## src/rtl/mont_nfs_pkg.sv

```systemverilog
package mont_nfs_pkg;
   typedef enum logic [1:0] {
      ST_IDLE = 2'd0,
      ST_MUL1 = 2'd1,
      ST_MUL2 = 2'd2,
      ST_OUT  = 2'd3
   } mnfs_state_e;

   function automatic int unsigned mnfs_latency(input int unsigned w);
      return 3 * w + 4;
   endfunction
endpackage

```

## src/rtl/mnfs_csa.sv

```systemverilog
module mnfs_csa #(
   parameter int unsigned WD = 8
) (
   input  logic [WD-1:0] a_i,
   input  logic [WD-1:0] b_i,
   input  logic [WD-1:0] c_i,
   output logic [WD-1:0] sum_o,
   output logic [WD-1:0] cry_o
);
   assign cry_o[0] = 1'b0;
   for (genvar j = 0; j < WD; j++) begin : g_bit
      assign sum_o[j] = a_i[j] ^ b_i[j] ^ c_i[j];
      if (j < WD - 1) begin : g_cry
         assign cry_o[j+1] = (a_i[j] & b_i[j]) | (a_i[j] & c_i[j]) | (b_i[j] & c_i[j]);
      end
   end
endmodule

```

## src/rtl/mnfs_iter.sv

```systemverilog
module mnfs_iter #(
   parameter int unsigned MOD_W = 8
) (
   input  logic             clk,
   input  logic             rst_n,
   input  logic             load,
   input  logic             iter_en,
   input  logic             res_en,
   input  logic [MOD_W:0]   x_in,
   input  logic [MOD_W:0]   y_in,
   input  logic [MOD_W-1:0] n_in,
   output logic             s_bit,
   output logic             c_bit,
   output logic [MOD_W-1:0] n_held
);
   localparam int unsigned RW = MOD_W + 3;   // row width, holds any partial sum
   localparam int unsigned IW = RW + 1;      // one extra bit for the shifted carry
   localparam int unsigned XW = MOD_W + 2;   // one bit per iteration

   logic [XW-1:0]    x_sh;
   logic [MOD_W:0]   y_q;
   logic [MOD_W-1:0] n_q;
   logic [RW-1:0]    s_row, c_row;

   logic          x_cur, q_bit;
   logic [IW-1:0] op_s, op_c, op_y, op_n;
   logic [IW-1:0] s1, k1, s2, k2;

   always_comb begin
      x_cur = x_sh[0];
      q_bit = s_row[0] ^ c_row[0] ^ (x_cur & y_q[0]);
      op_s  = {1'b0, s_row};
      op_c  = {1'b0, c_row};
      op_y  = x_cur ? {{(IW-MOD_W-1){1'b0}}, y_q} : '0;
      op_n  = q_bit ? {{(IW-MOD_W){1'b0}}, n_q} : '0;
   end

   mnfs_csa #(.WD(IW)) u_csa_lo (
      .a_i(op_s), .b_i(op_c), .c_i(op_y), .sum_o(s1), .cry_o(k1)
   );
   mnfs_csa #(.WD(IW)) u_csa_hi (
      .a_i(s1), .b_i(k1), .c_i(op_n), .sum_o(s2), .cry_o(k2)
   );

   always_ff @(posedge clk or negedge rst_n) begin
      if (!rst_n) begin
         x_sh  <= '0;
         y_q   <= '0;
         n_q   <= '0;
         s_row <= '0;
         c_row <= '0;
      end else if (load) begin
         x_sh  <= {1'b0, x_in};
         y_q   <= y_in;
         n_q   <= n_in;
         s_row <= '0;
         c_row <= '0;
      end else if (iter_en) begin
         x_sh  <= x_sh >> 1;
         s_row <= s2[RW:1];
         c_row <= k2[RW:1];
      end else if (res_en) begin
         s_row <= s_row >> 1;
         c_row <= c_row >> 1;
      end
   end

   assign s_bit  = s_row[0];
   assign c_bit  = c_row[0];
   assign n_held = n_q;

   // the quotient leaves an even sum, so the halving drops nothing
   assert_even_before_halving_R4: assert property (@(posedge clk) disable iff (!rst_n)
      iter_en |-> (s2[0] == 1'b0 && k2[0] == 1'b0));
endmodule

```

## src/rtl/mnfs_resolve.sv

```systemverilog
module mnfs_resolve #(
   parameter int unsigned RW = 11
) (
   input  logic          clk,
   input  logic          rst_n,
   input  logic          clr,
   input  logic          step,
   input  logic          s_bit,
   input  logic          c_bit,
   output logic [RW-1:0] sum_o
);
   logic          cy;
   logic [RW-1:0] acc;
   logic          bit_now, cy_now;

   always_comb begin
      bit_now = s_bit ^ c_bit ^ cy;
      cy_now  = (s_bit & c_bit) | (s_bit & cy) | (c_bit & cy);
   end

   always_ff @(posedge clk or negedge rst_n) begin
      if (!rst_n) begin
         cy  <= 1'b0;
         acc <= '0;
      end else if (clr) begin
         cy  <= 1'b0;
         acc <= '0;
      end else if (step) begin
         cy  <= cy_now;
         acc <= {bit_now, acc[RW-1:1]};
      end
   end

   assign sum_o = acc;
endmodule

```

## src/rtl/mnfs_ctrl.sv

```systemverilog
module mnfs_ctrl
   import mont_nfs_pkg::*;
#(
   parameter int unsigned MOD_W = 8
) (
   input  logic clk,
   input  logic rst_n,
   input  logic start,
   output logic load,
   output logic iter_en,
   output logic res_en,
   output logic cap,
   output logic done
);
   localparam int unsigned LAT  = mnfs_latency(MOD_W);
   localparam int unsigned RW   = MOD_W + 3;
   localparam int unsigned CW   = $clog2(LAT + 2);
   localparam logic [CW-1:0] C_LAST_IT = CW'(MOD_W + 1);
   localparam logic [CW-1:0] C_RES_END = CW'(MOD_W + 2 + RW);
   localparam logic [CW-1:0] C_FINAL   = CW'(LAT - 1);

   mnfs_state_e   state;
   logic [CW-1:0] cnt;
   logic          done_q;

   always_comb begin
      load    = (state == ST_IDLE) && start;
      iter_en = (state == ST_MUL1);
      res_en  = (state == ST_MUL2) && (cnt < C_RES_END);
      cap     = (state == ST_MUL2) && (cnt == C_FINAL);
   end

   always_ff @(posedge clk or negedge rst_n) begin
      if (!rst_n) begin
         state  <= ST_IDLE;
         cnt    <= '0;
         done_q <= 1'b0;
      end else begin
         done_q <= cap;
         unique case (state)
            ST_IDLE: if (start) begin
               state <= ST_MUL1;
               cnt   <= '0;
            end
            ST_MUL1: begin
               cnt <= cnt + 1'b1;
               if (cnt == C_LAST_IT) state <= ST_MUL2;
            end
            ST_MUL2: begin
               cnt <= cnt + 1'b1;
               if (cnt == C_FINAL) state <= ST_OUT;
            end
            ST_OUT:  state <= ST_IDLE;
            default: state <= ST_IDLE;
         endcase
      end
   end

   assign done = done_q;

   // independent cycle tally since the accepted start, used only for checking
   logic [CW:0] chk_cyc;
   always_ff @(posedge clk or negedge rst_n) begin
      if (!rst_n)                          chk_cyc <= '0;
      else if (load)                       chk_cyc <= '0;
      else if (chk_cyc != (CW+1)'(LAT + 1)) chk_cyc <= chk_cyc + 1'b1;
   end

   // strobe arrives a fixed count of edges after the start edge
   assert_fixed_latency_R3: assert property (@(posedge clk) disable iff (!rst_n)
      done |-> (chk_cyc == (CW+1)'(LAT)));
   // strobe is one cycle wide
   assert_done_pulse_R6: assert property (@(posedge clk) disable iff (!rst_n)
      done |=> !done);
   // start while busy does not restart the sequence
   assert_busy_start_ignored_R7: assert property (@(posedge clk) disable iff (!rst_n)
      (state != ST_IDLE && start) |=> !(state == ST_MUL1 && cnt == '0));
endmodule

```

## src/rtl/mont_nfs_mul.sv

```systemverilog
module mont_nfs_mul #(
   parameter int unsigned MOD_W = 8
) (
   input  logic             clk,
   input  logic             rst_n,
   input  logic             start,
   input  logic [MOD_W:0]   x_in,
   input  logic [MOD_W:0]   y_in,
   input  logic [MOD_W-1:0] n_in,
   output logic             done,
   output logic [MOD_W:0]   t_out
);
   localparam int unsigned RW = MOD_W + 3;

   if (MOD_W < 2) begin : g_bad_width
      $error("mont_nfs_mul: MOD_W must be at least 2");
   end

   logic             load, iter_en, res_en, cap;
   logic             s_bit, c_bit;
   logic [MOD_W-1:0] n_held;
   logic [RW-1:0]    sum_full;
   logic [MOD_W:0]   t_q;

   mnfs_ctrl #(.MOD_W(MOD_W)) u_ctrl (
      .clk(clk), .rst_n(rst_n), .start(start),
      .load(load), .iter_en(iter_en), .res_en(res_en), .cap(cap), .done(done)
   );

   mnfs_iter #(.MOD_W(MOD_W)) u_iter (
      .clk(clk), .rst_n(rst_n), .load(load), .iter_en(iter_en), .res_en(res_en),
      .x_in(x_in), .y_in(y_in), .n_in(n_in),
      .s_bit(s_bit), .c_bit(c_bit), .n_held(n_held)
   );

   mnfs_resolve #(.RW(RW)) u_res (
      .clk(clk), .rst_n(rst_n), .clr(load), .step(res_en),
      .s_bit(s_bit), .c_bit(c_bit), .sum_o(sum_full)
   );

   always_ff @(posedge clk or negedge rst_n) begin
      if (!rst_n)   t_q <= '0;
      else if (cap) t_q <= sum_full[MOD_W:0];
   end

   assign t_out = t_q;

   // resolved sum never reaches above the output width
   assert_upper_zero_R2: assert property (@(posedge clk) disable iff (!rst_n)
      cap |-> (sum_full[RW-1:MOD_W+1] == '0));
   // delivered result is below twice the captured modulus
   assert_below_2n_R2: assert property (@(posedge clk) disable iff (!rst_n)
      done |-> (t_q < {n_held, 1'b0}));
   // result register moves only together with the strobe
   assert_hold_result_R6: assert property (@(posedge clk) disable iff (!rst_n)
      !done |-> $stable(t_q));
endmodule

```

## config.mk

```make
export PLATFORM = sky130hd
export DESIGN_NAME = mont_nfs_mul
export DESIGN_NICKNAME = d
export VERILOG_FILES = /design/src/rtl/mont_nfs_pkg.sv /design/src/rtl/mnfs_csa.sv /design/src/rtl/mnfs_iter.sv /design/src/rtl/mnfs_resolve.sv /design/src/rtl/mnfs_ctrl.sv /design/src/rtl/mont_nfs_mul.sv
export SDC_FILE = /design/constraint.sdc
export NUM_CORES = 1
export LEC_CHECK = 0
export ABC_AREA = 1
export BUFFER_PORTS_ARGS = -buffer_cell sky130_fd_sc_hd__buf_2
export CORE_ASPECT_RATIO = 1.4
export CORE_MARGIN = 2
export CORE_UTILIZATION = 45
export DETAILED_ROUTE_END_ITERATION = 6
export PLACE_DENSITY_LB_ADDON = 0.2
export SLEW_MARGIN = 20
export SYNTH_ARGS = -nofsm -noshare
export SYNTH_HDL_FRONTEND = slang
export SYNTH_SLANG_ARGS = --single-unit
export TNS_END_PERCENT = 20
```

## constraint.sdc

```tcl
create_clock -name clk -period 6.9 [get_ports clk]
set_input_delay 1.38 -clock clk [delete_from_list [all_inputs] [get_ports clk]]
set_output_delay 1.38 -clock clk [all_outputs]
set_load 0.03 [all_outputs]
```

# Word level (Yosys, flattened, before mapping)
# Index checks and enable logic that the tools add are counted.
dict set report op_classes {
  addsub 1
  n_lt_le_gt_ge 1
  eq_ne 8
  mux 20
  n_bitwise 157
  n_reduce_logical 11
}
# cell count
set ops {}
lappend ops {{11-bit 2-to-1 mux} 8}
lappend ops {{1-bit bitwise AND} 57}
lappend ops {{1-bit bitwise OR} 44}
lappend ops {{1-bit XOR} 39}
lappend ops {{10-bit 2-to-1 mux} 2}
lappend ops {{1-bit bitwise AND (second input constant)} 10}
lappend ops {{5-bit one-hot mux with 2 select lines} 1}
lappend ops {{9-bit 2-to-1 mux} 1}
lappend ops {{8-bit 2-to-1 mux} 1}
lappend ops {{2-bit one-hot mux with 4 select lines} 1}
lappend ops {{2-bit 2-to-1 mux} 3}
lappend ops {{2-bit nonzero test} 3}
lappend ops {{1-bit XOR (second input constant)} 6}
lappend ops {{5-bit by 1-bit adder with 5-bit output (second input constant)} 1}
lappend ops {{5-bit by 4-bit equality test with 1-bit output (second input constant)} 1}
lappend ops {{5-bit equality test (second input constant)} 1}
lappend ops {{5-bit < comparator (second input constant)} 1}
lappend ops {{5-bit 2-to-1 mux} 1}
lappend ops {{2-bit equality test (second input constant)} 2}
lappend ops {{2-bit inequality test (second input constant)} 2}
lappend ops {{1-bit logical AND} 3}
lappend ops {{3-bit AND reduction} 1}
lappend ops {{3-bit nonzero test} 1}
lappend ops {{2-bit by 1-bit equality test with 1-bit output (second input constant)} 1}
lappend ops {{6 further kinds} 7}
dict set report totals {
  register_bits 78
  out_inout_bits 10
}

# Longest topological paths before layout
dict set report depth {
  ltp_word 9
  mapped_depth 11
  mapped_depth_nobuf 9
}

# By module
# A second synthesis with hierarchy kept.
dict set report hier_totals {
  hier_cells 498
  hier_area_um2 4256.6
}
# module n_inst cells_per_inst area_each_um2 seq_area_each_um2
set modules_own_cells {}
lappend modules_own_cells {mnfs_iter 1 294 2353.5 1201.2}
lappend modules_own_cells {mnfs_csa 2 22 266.5 0.0}
lappend modules_own_cells {mnfs_ctrl 1 68 516.7 200.2}
lappend modules_own_cells {mnfs_resolve 1 54 511.7 300.3}
lappend modules_own_cells {mont_nfs_mul 1 38 341.6 225.2}

# Worst setup path after synthesis
# Ideal clock, no wire load.
dict set report synth_timing {
  path_kind {register to register}
  from {reg u_iter.x_sh[0]}
  to {reg u_iter.s_row[6]}
  setup_time_ns 0.065
  arrival_time_ns 2.250
  required_time_ns 6.835
  setup_slack_ns 4.585
  path_stages_with_launch 12
  n_path_buf 2
  period_less_slack_ns 2.315
  cell_sequence {dfrtp_1 -> clkbuf_1 -> nand2_1 -> inv_1 -> fa_1 -> clkbuf_1 -> nand2_1 -> fa_1 -> or2_1 -> a21oi_1 -> nand2_1 -> nand2_1}
}
dict set report synth_via {
  elab_chain_len 8
  elab_cells_between_ends 13
  cone_classes {mux: 4; bitwise: 9}
}
# element line_no
set synth_rtl {}
lappend synth_rtl {{start, declared} mnfs_iter.sv:20} ;# logic [XW-1:0] x_sh;
lappend synth_rtl {{start signal, assigned} mnfs_iter.sv:53} ;# x_sh <= {1'b0, x_in};
lappend synth_rtl {{start signal, assigned} mnfs_iter.sv:59} ;# x_sh <= x_sh >> 1;
lappend synth_rtl {{9-bit 2-to-1 mux} mnfs_iter.sv:34} ;# op_y = x_cur ? {{(IW-MOD_W-1){1'b0}}, y_q} : '0;
lappend synth_rtl {{1-bit bitwise AND} mnfs_csa.sv:14} ;# assign cry_o[j+1] = (a_i[j] & b_i[j]) | (a_i[j] & c_i[j]) | (b_i[j] & c_i[j]);
lappend synth_rtl {{1-bit bitwise OR (2 in a row)} mnfs_csa.sv:14}
lappend synth_rtl {{1-bit XOR} mnfs_csa.sv:12} ;# assign sum_o[j] = a_i[j] ^ b_i[j] ^ c_i[j];
lappend synth_rtl {{1-bit XOR *} mnfs_csa.sv:12}
lappend synth_rtl {{11-bit 2-to-1 mux *} mnfs_iter.sv:58} ;# end else if (iter_en) begin
lappend synth_rtl {{11-bit 2-to-1 mux *} mnfs_iter.sv:52} ;# end else if (load) begin
lappend synth_rtl {{end signal, assigned} mnfs_iter.sv:60} ;# s_row <= s2[RW:1];
lappend synth_rtl {{end signal, assigned} mnfs_iter.sv:63} ;# s_row <= s_row >> 1;
lappend synth_rtl {{end, declared} mnfs_iter.sv:23} ;# logic [RW-1:0] s_row, c_row;
# Every way passes the cells marked *; elsewhere a longest branch is shown, timed or not.
# A chain may end at the register's enable or synchronous reset.

# Worst setup path after layout
dict set report layout_timing {
  from {in start}
  to {reg u_iter.s_row[4]}
}
dict set report layout_via {
  elab_chain_len 2
  elab_cells_between_ends 3
  cone_classes {mux: 1; reduce/logical: 2}
}
# element line_no
set layout_rtl {}
lappend layout_rtl {{start, declared} mont_nfs_mul.sv:6} ;# input logic start,
lappend layout_rtl {{1-bit logical AND *} mnfs_ctrl.sv:27} ;# load = (state == ST_IDLE) && start;
lappend layout_rtl {{3-bit nonzero test (no source line) or 11-bit 2-to-1 mux (tied branches)} --}
# Marked as above.

==> run_summary.xml <==
<?xml version="1.0" encoding="UTF-8"?>
<metrics>
  <group name="timing">
    <metric name="post_route_worst_setup_slack" unit="ns">3.684</metric>
    <metric name="grt_setup_unrepaired" unit="">false</metric>
    <metric name="worst-slew-pin-transition" unit="ns">0.9509</metric>
    <metric name="max_clock_freq" unit="MHz">310.9</metric>
    <metric name="fin_crit" unit="ns">3.216</metric>
    <metric name="slew_headroom" unit="">0.3660</metric>
    <metric name="drv_slew" unit="">0</metric>
    <metric name="setup_violations" unit="">0</metric>
    <metric name="finalCritPeriodShare" unit="">0.4661</metric>
    <metric name="timing.clock.skew" unit="ns">0.003088</metric>
    <metric name="totalNegativeSetupSlack" unit="ns">0</metric>
    <metric name="finalHoldViolations" unit="">0</metric>
  </group>
  <group name="worst_setup_path">
    <metric name="crit_type" unit="">input pin to register</metric>
    <metric name="worst-endpoint-required" unit="ns">7.12</metric>
    <metric name="timing.critical_path.from_type" unit="">input pin</metric>
    <metric name="arrival_time_worst_endpoint" unit="ns">3.44</metric>
    <metric name="timing.critical_path.to_type" unit="">register</metric>
    <metric name="path_max_fanout" unit="">65</metric>
  </group>
  <group name="drt">
    <metric name="routed_wire_length_per_instance" unit="µm">12.79</metric>
    <metric name="drt_iter0_markers" unit="">174</metric>
    <metric name="detailroute.via_count" unit="">3361</metric>
    <metric name="route.final.wire_length" unit="mm">8.441</metric>
    <metric name="antenna_violating_nets_post_route" unit="">0</metric>
    <metric name="detail_route.first_pass.iterations" unit="">5</metric>
    <metric name="via_density_per_instance" unit="">5.092</metric>
    <metric name="number_of_remaining_drc_errors" unit="">0</metric>
  </group>
  <group name="power">
    <metric name="largest_voltage_drop_on_the_vdd_net" unit="V">0.0002014</metric>
    <metric name="p_leak" unit="nW">2.522</metric>
    <metric name="power.total" unit="mW">2.145</metric>
    <metric name="power.density_cell_area" unit="nW/µm²">453.9</metric>
  </group>
  <group name="cts">
    <metric name="tritoncts" unit="">built</metric>
    <metric name="post-cts-setup-buffers" unit="">0</metric>
    <metric name="clock_sinks" unit="">77</metric>
    <metric name="cts_inserted_buffers" unit="">9</metric>
    <metric name="clkSlewWorstSetupHoldPaths" unit="ns">0.06</metric>
    <metric name="cts_htree_levels" unit="">3</metric>
    <metric name="clockRootBuffer" unit="">clkbuf_16</metric>
    <metric name="clock_latency_of_the_later_clocked_register_in_the_worst_skew_pair" unit="ns">0.34</metric>
    <metric name="holdBufCountCts" unit="">0</metric>
    <metric name="post_cts_resized" unit="">0</metric>
    <metric name="clk_path_buf_depth" unit="">2</metric>
  </group>
  <group name="floorplan">
    <metric name="start_util" unit="">0.4663</metric>
    <metric name="floorplan.core_area" unit="µm²">9080</metric>
    <metric name="die_extent_in_x" unit="µm">85.98</metric>
    <metric name="design.die.area" unit="µm²">10210</metric>
    <metric name="io_pins" unit="">39</metric>
    <metric name="core.rowCount" unit="">41</metric>
    <metric name="die_y" unit="µm">118.8</metric>
  </group>
  <group name="cells_and_area">
    <metric name="finish.cell_count_without_fillers" unit="">660</metric>
    <metric name="multi_input_gate_area" unit="µm²">1951</metric>
    <metric name="layout.nets" unit="">604</metric>
    <metric name="ff_latch_area" unit="µm²">1927</metric>
    <metric name="finish.instance_area" unit="µm²">4726</metric>
    <metric name="nFillCells" unit="">865</metric>
    <metric name="flow.area_growth_from_synthesis" unit="%">11.61</metric>
    <metric name="num_antenna_cells" unit="">0</metric>
    <metric name="layout-drive-gt1-share" unit="">0.1157</metric>
  </group>
  <group name="global_route">
    <metric name="vias_in_the_first_global_route" unit="">3283</metric>
    <metric name="grt_max_degree" unit="">78</metric>
    <metric name="grt_remaining_overflow" unit="">0</metric>
    <metric name="antenna_found_initial" unit="">0</metric>
    <metric name="grt_first_pass_wirelength" unit="mm">15.04</metric>
    <metric name="grt_util_all_layers" unit="">0.1834</metric>
  </group>
  <group name="place">
    <metric name="place_inst" unit="">644</metric>
    <metric name="post_detail_place_hpwl" unit="mm">5.387</metric>
    <metric name="routabilityCongestion" unit="">0.8183</metric>
    <metric name="dp_slack" unit="ns">3.354</metric>
    <metric name="placed_cell_area" unit="µm²">4418</metric>
    <metric name="io_buffer_count" unit="">38</metric>
  </group>
  <group name="status">
    <metric name="status" unit="">finished, final reports clean</metric>
  </group>
  <group name="logic_synthesis">
    <metric name="post-synth-top-area-cell" unit="">dfrtp_1</metric>
    <metric name="yosysWarningCount" unit="">0</metric>
    <metric name="synth_top_area_share" unit="">0.4551</metric>
    <metric name="synth.yosys.seq_area_share" unit="">0.4551</metric>
    <metric name="synthesized_net_count" unit="">582</metric>
    <metric name="yosys.cell_types.count" unit="">25</metric>
    <metric name="yosys_register_bits" unit="">77</metric>
    <metric name="postSynthAreaPerCell" unit="µm²">8.050</metric>
    <metric name="post_synth_instance_area" unit="µm²">4234</metric>
    <metric name="syn-instance-count" unit="">526</metric>
    <metric name="netlist_top_cells_area" unit="">dfrtp_1, nand2_1, fa_1, inv_1, nand3_1</metric>
  </group>
  <group name="hold_path">
    <metric name="worst_hold_path_type" unit="">register to register</metric>
  </group>
  <group name="run">
    <metric name="max_cap_viol_count" unit="">0</metric>
  </group>
</metrics>
## power breakdown
| part | internal, mW | leakage, nW | switching (mW) |
|---|---|---|---|
| clock network | 0.315 | 0.153 | 0.179 |
| registers | 0.621 | 0.993 | 0.106 |
| logic | 0.317 | 1.38 | 0.607 |
| total | 1.25 | 2.52 | 0.892 |
## final cells by class
type / count / share of cell area
clock buffers: 11 / 0.04925
clock inverters: 5 / 0.01589
inverters: 55 / 0.04369
multi-input cells: 366 / 0.4128
flip-flops and latches: 77 / 0.4077
well taps: 107 / 0.02833
repair buffers: 39 / 0.04236
## synth_stat cells, drive strengths merged
cell type	instances
fa	17
clkbuf	6
nand2	200
o21ai	30
buf	22
nor2	31
or2	4
o21a	9
o22ai	1
nand4	17
dfrtp	77
clkinv	1
ha	10
a21oi	13
nand3	34
inv	54
## placed cells by master (no fill, tap or decap), drive strengths merged, types with 11 or more instances in the layout
| master | instances |
|---|---|
| clkbuf | 11 |
| nand3 | 34 |
| o21ai | 30 |
| inv | 54 |
| nor2 | 31 |
| fa | 17 |
| dfrtp | 77 |
| nand4 | 17 |
| nand2 | 200 |
| buf | 39 |
| a21oi | 13 |
## worst max-delay path, stage by stage
cell and delay (ns):
buf_2 0.11, nand2_2 0.05, buf_4 0.49, nand2_1 0.32, inv_2 0.43, nand2_2 0.37
nand2_1 0.16, nand2_1 0.06
## path summary, 6_finish.rpt
kind,startpoint,endpoint,slack [ns],depth (start not counted)
worst max-delay path,start,u_iter.s_row[4],3.68,8
worst min-delay path,u_res.sum_o[5],t_out[5],0.47,2
worst max register to register,u_ctrl.state[1],u_iter.s_row[4],3.97,8
worst min register to register,u_res.sum_o[5],t_out[5],0.47,2
max in group asynchronous,rst_n,u_iter.y_q[4],5.10,1
min in group asynchronous,rst_n,u_ctrl.cnt[2],1.21,1
## sequential cells by signal (all words and copies together) (netlist names)
name / cells
u_res.sum_o: 11
u_iter.x_sh: 9
t_out: 9
u_ctrl.state: 2
u_ctrl.cnt: 5
u_iter.y_q: 9
u_res.cy: 1
u_iter.n_held: 8
u_ctrl.done: 1
u_iter.c_row: 11
u_iter.s_row: 11
## per-stage QoR
stage,utilization,hold slack (ns)
4_1_cts,0.5205,0.4677
2_1_floorplan,-,0.4422
6_report,0.5205,0.4652
5_1_grt,0.5205,0.4918
3_5_place_dp,0.4866,0.4516
3_3_place_gp,0.4866,0.4540
## per-layer routing
metal,vias up,GRT usage,part of all wire
met5,-,0,0
met4,0,0.09028,0.022
met3,13,0.02304,0.033
met2,76,0.3067,0.50
met1,1582,0.2307,0.45
li1,1690,-,-
## cell families (layout without fill, tap and decap cells)
kind of cell	Yosys count	count (layout)	share of synthesized area
simple gates	286	286	0.2819
buf+inv	83	110	0.08481
flops	77	77	0.4551
compound gates	53	53	0.06826
fa+ha+maj	27	27	0.1099
Note: power is estimated with default switching activity, not from simulation.
